$ cat config.mk
export PLATFORM = sky130hd
export DESIGN_NAME = gpio_irq_unit
export DESIGN_NICKNAME = d
export VERILOG_FILES = /design/src/rtl/gpio_irq_pkg.sv /design/src/rtl/gpio_irq_edge.sv /design/src/rtl/gpio_irq_status.sv /design/src/rtl/gpio_irq_regs.sv /design/src/rtl/gpio_irq_unit.sv
export SDC_FILE = /design/constraint.sdc
export NUM_CORES = 1
export LEC_CHECK = 0
export CAP_MARGIN = 20
export CORE_MARGIN = 4
export CORE_UTILIZATION = 42
export DETAILED_ROUTE_END_ITERATION = 16
export GPL_TIMING_DRIVEN = 1
export HOLD_SLACK_MARGIN = 0.02
export PLACE_DENSITY = 0.65
export SLEW_MARGIN = 25
export SYNTH_ARGS = -nofsm -noshare
export SYNTH_HDL_FRONTEND = slang
export SYNTH_HIERARCHICAL = 1
export SYNTH_SLANG_ARGS = --single-unit
$ cat constraint.sdc
create_clock -name clk -period 2.13 [get_ports clk]
set_input_delay 0.5325 -clock clk [delete_from_list [all_inputs] [get_ports clk]]
set_output_delay 0.5325 -clock clk [all_outputs]
set_load 0.01 [all_outputs]
$ cat src/rtl/gpio_irq_pkg.sv
package gpio_irq_pkg;
  localparam int unsigned REG_AW = 2;
  localparam int unsigned CTRL_GEN_BIT = 0;

  typedef enum logic [REG_AW-1:0] {
    OFS_MASK   = 2'd0,
    OFS_POL    = 2'd1,
    OFS_STATUS = 2'd2,
    OFS_CTRL   = 2'd3
  } reg_ofs_e;
endpackage

$ cat src/rtl/gpio_irq_edge.sv
module gpio_irq_edge #(
  parameter int unsigned N = 32
) (
  input  logic         clk,
  input  logic         rst_n,
  input  logic [N-1:0] pin_i,
  input  logic [N-1:0] pol_i,
  input  logic [N-1:0] mask_i,
  output logic [N-1:0] hit_o
);
  logic [N-1:0] prev_q;

  always_ff @(posedge clk or negedge rst_n) begin
    if (!rst_n) prev_q <= '0;
    else        prev_q <= pin_i;
  end

  for (genvar g = 0; g < N; g++) begin : g_lane
    logic rise, fall;
    always_comb begin
      rise     = pin_i[g] & ~prev_q[g];
      fall     = ~pin_i[g] & prev_q[g];
      hit_o[g] = mask_i[g] & (pol_i[g] ? rise : fall);
    end
  end
endmodule

$ cat src/rtl/gpio_irq_status.sv
module gpio_irq_status #(
  parameter int unsigned N = 32
) (
  input  logic         clk,
  input  logic         rst_n,
  input  logic [N-1:0] hit_i,
  input  logic         wr_i,
  input  logic [N-1:0] wdata_i,
  output logic [N-1:0] status_o
);
  logic [N-1:0] base;

  // Events are ORed in after the software value, so a set beats a clear.
  always_comb base = wr_i ? wdata_i : status_o;

  always_ff @(posedge clk or negedge rst_n) begin
    if (!rst_n) status_o <= '0;
    else        status_o <= base | hit_i;
  end
endmodule

$ cat src/rtl/gpio_irq_regs.sv
module gpio_irq_regs
  import gpio_irq_pkg::*;
#(
  parameter int unsigned N  = 32,
  parameter int unsigned DW = 32
) (
  input  logic              clk,
  input  logic              rst_n,
  input  logic              wr_i,
  input  logic [REG_AW-1:0] addr_i,
  input  logic [DW-1:0]     wdata_i,
  input  logic [N-1:0]      status_i,
  output logic [N-1:0]      mask_o,
  output logic [N-1:0]      pol_o,
  output logic              gen_o,
  output logic              wr_status_o,
  output logic [DW-1:0]     rdata_o
);
  always_comb wr_status_o = wr_i && (addr_i == OFS_STATUS);

  always_ff @(posedge clk or negedge rst_n) begin
    if (!rst_n) begin
      mask_o <= '0;
      pol_o  <= '0;
      gen_o  <= 1'b0;
    end else if (wr_i) begin
      case (addr_i)
        OFS_MASK: mask_o <= wdata_i[N-1:0];
        OFS_POL:  pol_o  <= wdata_i[N-1:0];
        OFS_CTRL: gen_o  <= wdata_i[CTRL_GEN_BIT];
        default:  ;
      endcase
    end
  end

  always_comb begin
    rdata_o = '0;
    case (addr_i)
      OFS_MASK:   rdata_o[N-1:0] = mask_o;
      OFS_POL:    rdata_o[N-1:0] = pol_o;
      OFS_STATUS: rdata_o[N-1:0] = status_i;
      default:    rdata_o[CTRL_GEN_BIT] = gen_o;
    endcase
  end
endmodule

$ cat src/rtl/gpio_irq_unit.sv
module gpio_irq_unit
  import gpio_irq_pkg::*;
#(
  parameter int unsigned NPINS = 32,
  parameter int unsigned DW    = 32
) (
  input  logic              clk,
  input  logic              rst_n,
  input  logic [NPINS-1:0]  pin_i,
  input  logic              reg_wr,
  input  logic [REG_AW-1:0] reg_addr,
  input  logic [DW-1:0]     reg_wdata,
  output logic [DW-1:0]     reg_rdata,
  output logic              irq_o
);
  logic [NPINS-1:0] mask_q, pol_q, status_q, set_vec;
  logic             ctrl_en, wr_status;

  gpio_irq_regs #(.N(NPINS), .DW(DW)) u_regs (
    .clk(clk), .rst_n(rst_n), .wr_i(reg_wr), .addr_i(reg_addr),
    .wdata_i(reg_wdata), .status_i(status_q), .mask_o(mask_q),
    .pol_o(pol_q), .gen_o(ctrl_en), .wr_status_o(wr_status),
    .rdata_o(reg_rdata)
  );

  gpio_irq_edge #(.N(NPINS)) u_edge (
    .clk(clk), .rst_n(rst_n), .pin_i(pin_i), .pol_i(pol_q),
    .mask_i(mask_q), .hit_o(set_vec)
  );

  gpio_irq_status #(.N(NPINS)) u_status (
    .clk(clk), .rst_n(rst_n), .hit_i(set_vec), .wr_i(wr_status),
    .wdata_i(reg_wdata[NPINS-1:0]), .status_o(status_q)
  );

  always_ff @(posedge clk or negedge rst_n) begin
    if (!rst_n) irq_o <= 1'b0;
    else        irq_o <= ctrl_en & (|status_q);
  end
endmodule

=== Word-level counts from Yosys, hierarchy flattened ===
Cells that the tools add are included.
Widths: inputs -> output; s select.

* Bits in registers: 130
* Output and inout port bits: 33
* Bits of input ports: 69

* Equal/unequal tests: 3
* Bitwise operators: 162
* Reduce and logical (&&, ||, !) cells: 6
* Multiplexer cells: 35

{| class="wikitable"
|+ Operators with widths
! cell !! number
|-
| $and 1x1->1 || 97
|-
| $pmux 31 s3 || 1
|-
| $not 1->1 || 64
|-
| $mux 1 || 32
|-
| $mux 32 || 1
|-
| $or 32x32->32 || 1
|-
| $reduce_or 32->1 || 1
|-
| $reduce_and 2->1 || 3
|-
| $eq 2x2->1 const B || 2
|-
| $pmux 1 s3 || 1
|-
| $eq 2x1->1 const B || 1
|-
| $logic_not 2->1 || 1
|-
| $logic_and 1x1->1 || 1
|}

=== Depth between registers and ports, before layout ===
* Word-level depth: 5
* Gate-level depth with buffers: 7
* Mapped depth without buffers: 3

=== Cells and area by module ===
Netlist, hierarchy kept.

{| class="wikitable"
|+ Modules (own cells, without submodules)
! module !! area each (um^2) !! sequential area each (um^2) !! instances !! cells each
|-
| gpio_irq_regs || 3,130.5 || 1,626.6 || 1 || 215
|-
| gpio_irq_edge || 1,561.5 || 800.8 || 1 || 128
|-
| gpio_irq_status || 1,347.5 || 800.8 || 1 || 103
|-
| gpio_irq_unit || 101.3 || 25.0 || 1 || 12
|}

=== Least setup slack after synthesis ===
Ideal clock, no wire load.

* Kind: input port to output port
* Start: in reg_addr[1]
* End: out reg_rdata[0]
* Data arrival time: 1.297 ns
* Data required time: 1.597 ns
* Slack: 0.301 ns
* Stages: 3
* Cell sequence: buf_4 buf_2 mux4_2

* Word-level cells in the longest chain between the ends: 2
* Elaborated cells between the ends (all ways): 4
* Classes of those cells: eq/ne: 2; mux: 1; reduce/logical: 1

{| class="wikitable"
|+ Ends and longest elaborated chain
! element !! line !! text
|-
| from (decl) || gpio_irq_unit.sv:11 || <nowiki>input logic [REG_AW-1:0] reg_addr,</nowiki>
|-
| $eq 2x2->1 (tied with other cells) || gpio_irq_regs.sv:38 || <nowiki>case (addr_i)</nowiki>
|-
| $pmux 1 s3 * || gpio_irq_regs.sv:38 ||
|-
| to (decl) || gpio_irq_unit.sv:13 || <nowiki>output logic [DW-1:0] reg_rdata,</nowiki>
|}

Mark *: on every way between the ends. The rest lies on a longest branch, timed or not.

=== Worst setup path after layout ===
* Start: in reg_addr[1]
* End: out reg_rdata[25]

* Word-level cells in the longest chain between the ends: 2
* Elaborated cells between the ends (all ways): 4
* Classes of those cells: eq/ne: 2; mux: 1; reduce/logical: 1

{| class="wikitable"
|+ Ends and longest elaborated chain
! element !! line
|-
| $eq 2x2->1 (tied with other cells) || gpio_irq_regs.sv:38
|-
| $pmux 31 s3 * || gpio_irq_regs.sv:38
|}

Marked as above.

==> flow_metrics.tcl <==
set metrics [dict create \
    post-place-ws_ns -0.258 \
    setup-violations-final 0 \
    crit_path_max_incr_delay_ns 0.30 \
    arrival_ns 1.54 \
    clockBufferDepth 2 \
    p_leak_nw 3.55 \
    syn_nets 527 \
    maxCapViolCount 0 \
    vias_per_cell 5.61 \
    rows 43 \
    path_max_fanout 8 \
    die_h_um 129 \
    die_area_mm2 0.0166 \
    final.setup.tns_ns 0 \
    cts_tree "done" \
    crit_required_ns 1.60 \
    status "finished, final reports clean" \
    crit_type "input port to primary output" \
    r2r_cells 3 \
    cts_max_level 4 \
    irDropWorstVdd_uv 605 \
    cp-start-kind "input port" \
    vias 4323 \
    cp_top_family "buffers and inverters" \
    hold_viol 0 \
    skew_ns 0.00428 \
    cts_buffers 17 \
    grt_max_degree 128 \
    dpl.hpwl_mm 9.84 \
    pin_count 102 \
    path_buf_inv 4 \
    max_freq_mhz 483 \
    overflow 0 \
    ys_ff_latch 130 \
    power_density_mw_per_mm2 958 \
    clk_pin_slew_ns 0.05 \
    gr-usage-all-layers_pct 18.6 \
    yosysSeqAreaShare_pct 53.0 \
    slew_violations 0 \
    crit_path_end_kind "primary output" \
    first_pass_iters 6 \
    die_w_um 129 \
    maxSlewHeadroom_pct 54.4 \
    min_period_over_period_pct 97.3 \
    post_drt_wl_per_cell_um 19.4 \
    fin_nets 648 \
    drive_above_1_share_pct 24.5 \
    core-area_mm2 0.0141 \
    worst_pin_slew_ns 0.684 \
    clock-root-buffer "clkbuf_16" \
    synth.avg_cell_area_um2 13.4 \
    hold_class "input port to async pin" \
    drt_iter0_drc 301 \
    crit_slowest_cell "dlygate4sd2_1" \
    crit_cells 6 \
    ant_nets 0 \
    clock-sinks 130 \
    drc_errors 0 \
    setup_slack_ns 0.0582 \
    gp_congestion 0.740 \
    clk_latency_ns 0.41 \
    area_growth_pct 30.2 \
    synth.distinct_cells 23 \
    antenna_found_initial 0 \
    synthCells 458 \
    drt_wl_total_mm 15.0 \
    worstPathCellList "buf_6 -> buf_12 -> buf_4 -> mux2i_1 -> o2bb2ai_1 -> dlygate4sd2_1" \
    fin_crit_ns 2.07 \
    rsz0062_at_grt "no" \
    port-buffer-count 101 \
    start_util_pct 43.6 \
    syn-cell-area_mm2 0.00614 \
    grt_pass1_wl_mm 23.8 \
    first_global_vias 4567 \
    synth_warnings 6 \
    antennaDiodeCount 0 \
]
-- flip-flops by register name (all words and copies together) (netlist names) --
name               count
u_regs/mask_o         32
irq_o                  1
u_regs/gen_o           1
u_edge/prev_q         32
u_regs/pol_o          32
u_status/status_o     32
-- per-stage QoR --
| step | instances | util [%] | total power, mW | hold WS [ns] | area, µm² |
|---|---|---|---|---|---|
| 6_report | 771 | 56.7 | 7.66 | 0.472 | 7990 |
| 5_1_grt | 771 | 56.7 | 8.02 | 0.476 | 7990 |
| 4_1_cts | 764 | 56.8 | 7.73 | 0.454 | 8010 |
| 3_5_place_dp | 731 | 52.7 | 4.87 | 0.336 | 7430 |
| 3_3_place_gp | 731 | 52.7 | 4.81 | 0.335 | 7430 |
| 2_1_floorplan | 458 | - | 4.12 | 0.237 | 6140 |
-- power by group --
| part | switching (mW) | leakage, nW | internal [mW] |
|---|---|---|---|
| clock network | 1.02 | 0.293 | 1.90 |
| registers | 0.397 | 1.51 | 2.92 |
| logic | 0.584 | 1.74 | 0.841 |
-- routing by layer --
metal | global-route usage (%) | vias up | share of wire, %
met4 | 5.56 | 0 | 1.3
met1 | 24.1 | 2185 | 45
met2 | 30.0 | 107 | 49
li1 | - | 2015 | -
met5 | 0 | - | 0
met3 | 5.73 | 16 | 5.3
-- cell type report --
type                    instances  area [µm²]
fillers                      1178        6100
clock inverters                 4        70.1
clock buffers                  27         523
multi-input cells             304        2720
flip-flops and latches        130        3250
well taps                     180         225
repair buffers                126        1200
-- layout by cell type, fill, tap and decap left out, types with 3 or more instances in the layout --
master	netlist	routed
nor4_1	7	7
nand4b_1	32	32
mux2_1	4	4
buf_12	0	9
clkbuf_16	0	17
clkdlybuf4s50_1	0	66
nor2b_1	33	32
mux2i_1	31	31
o2bb2ai_1	31	31
dlygate4sd2_1	0	4
dfrtp_1	130	130
buf_4	1	14
dlymetal6s2s_1	0	3
clkbuf_8	0	6
clkbuf_1	3	4
mux2_2	61	61
clkbuf_2	0	24
a211o_1	32	32
nand4bb_1	32	32
nand2_1	32	32
-- synthesized netlist by cell type (all sizes together) --
master   instances  area share, %
dfrtp          130             53
mux2            65             12
nor2b           33            3.4
a211o           32            4.6
nand2           32            2.0
nand4b          32            4.6
nand4bb         32            5.9
mux2i           31            5.1
o2bb2ai         31            4.4
buf             21            2.7
nor4             8           0.92
clkbuf           3           0.18
nand4            2           0.20
and3b            1           0.14
mux4             1           0.37
nand3            1          0.081
nand3b           1           0.33
nor3b            1           0.31
o21a             1           0.12
-- repair_timing --
item | 4_1_cts | 5_1_grt
resized for setup | 31 | 56
endpoints found under the setup margin | 32 | 18
hold endpoints to repair | 3 | 0
pin swaps | 0 | 1
buffers inserted | 1 | 7
hold buffers | 1 | 0
cloned | 0 | 0
-- path summary, 6_finish.rpt --
kind                                        from                end  slack [ns]
setup / recovery                     reg_addr[1]      reg_rdata[25]        0.06
hold reg to reg                 u_regs/pol_o[12]   u_regs/pol_o[12]        0.55
min in group clk                u_regs/pol_o[12]   u_regs/pol_o[12]        0.55
setup reg to reg           u_status/status_o[29]              irq_o        0.75
hold / removal                             rst_n    u_regs/pol_o[5]        0.47
max in group asynchronous                  rst_n  u_edge/prev_q[23]        0.82
-- logic make-up (layout without fill, tap and decap cells) --
group	after synthesis	count (layout)	share of synthesized area [%]
buffers and inverters	24	157	2.85
AND/OR/NAND/NOR	143	143	17.7
AO/OA/AOI/OAI	64	64	9.11
multiplexers	97	97	17.3
flip-flops	130	130	53.0
(Power assumes the default switching activity.)
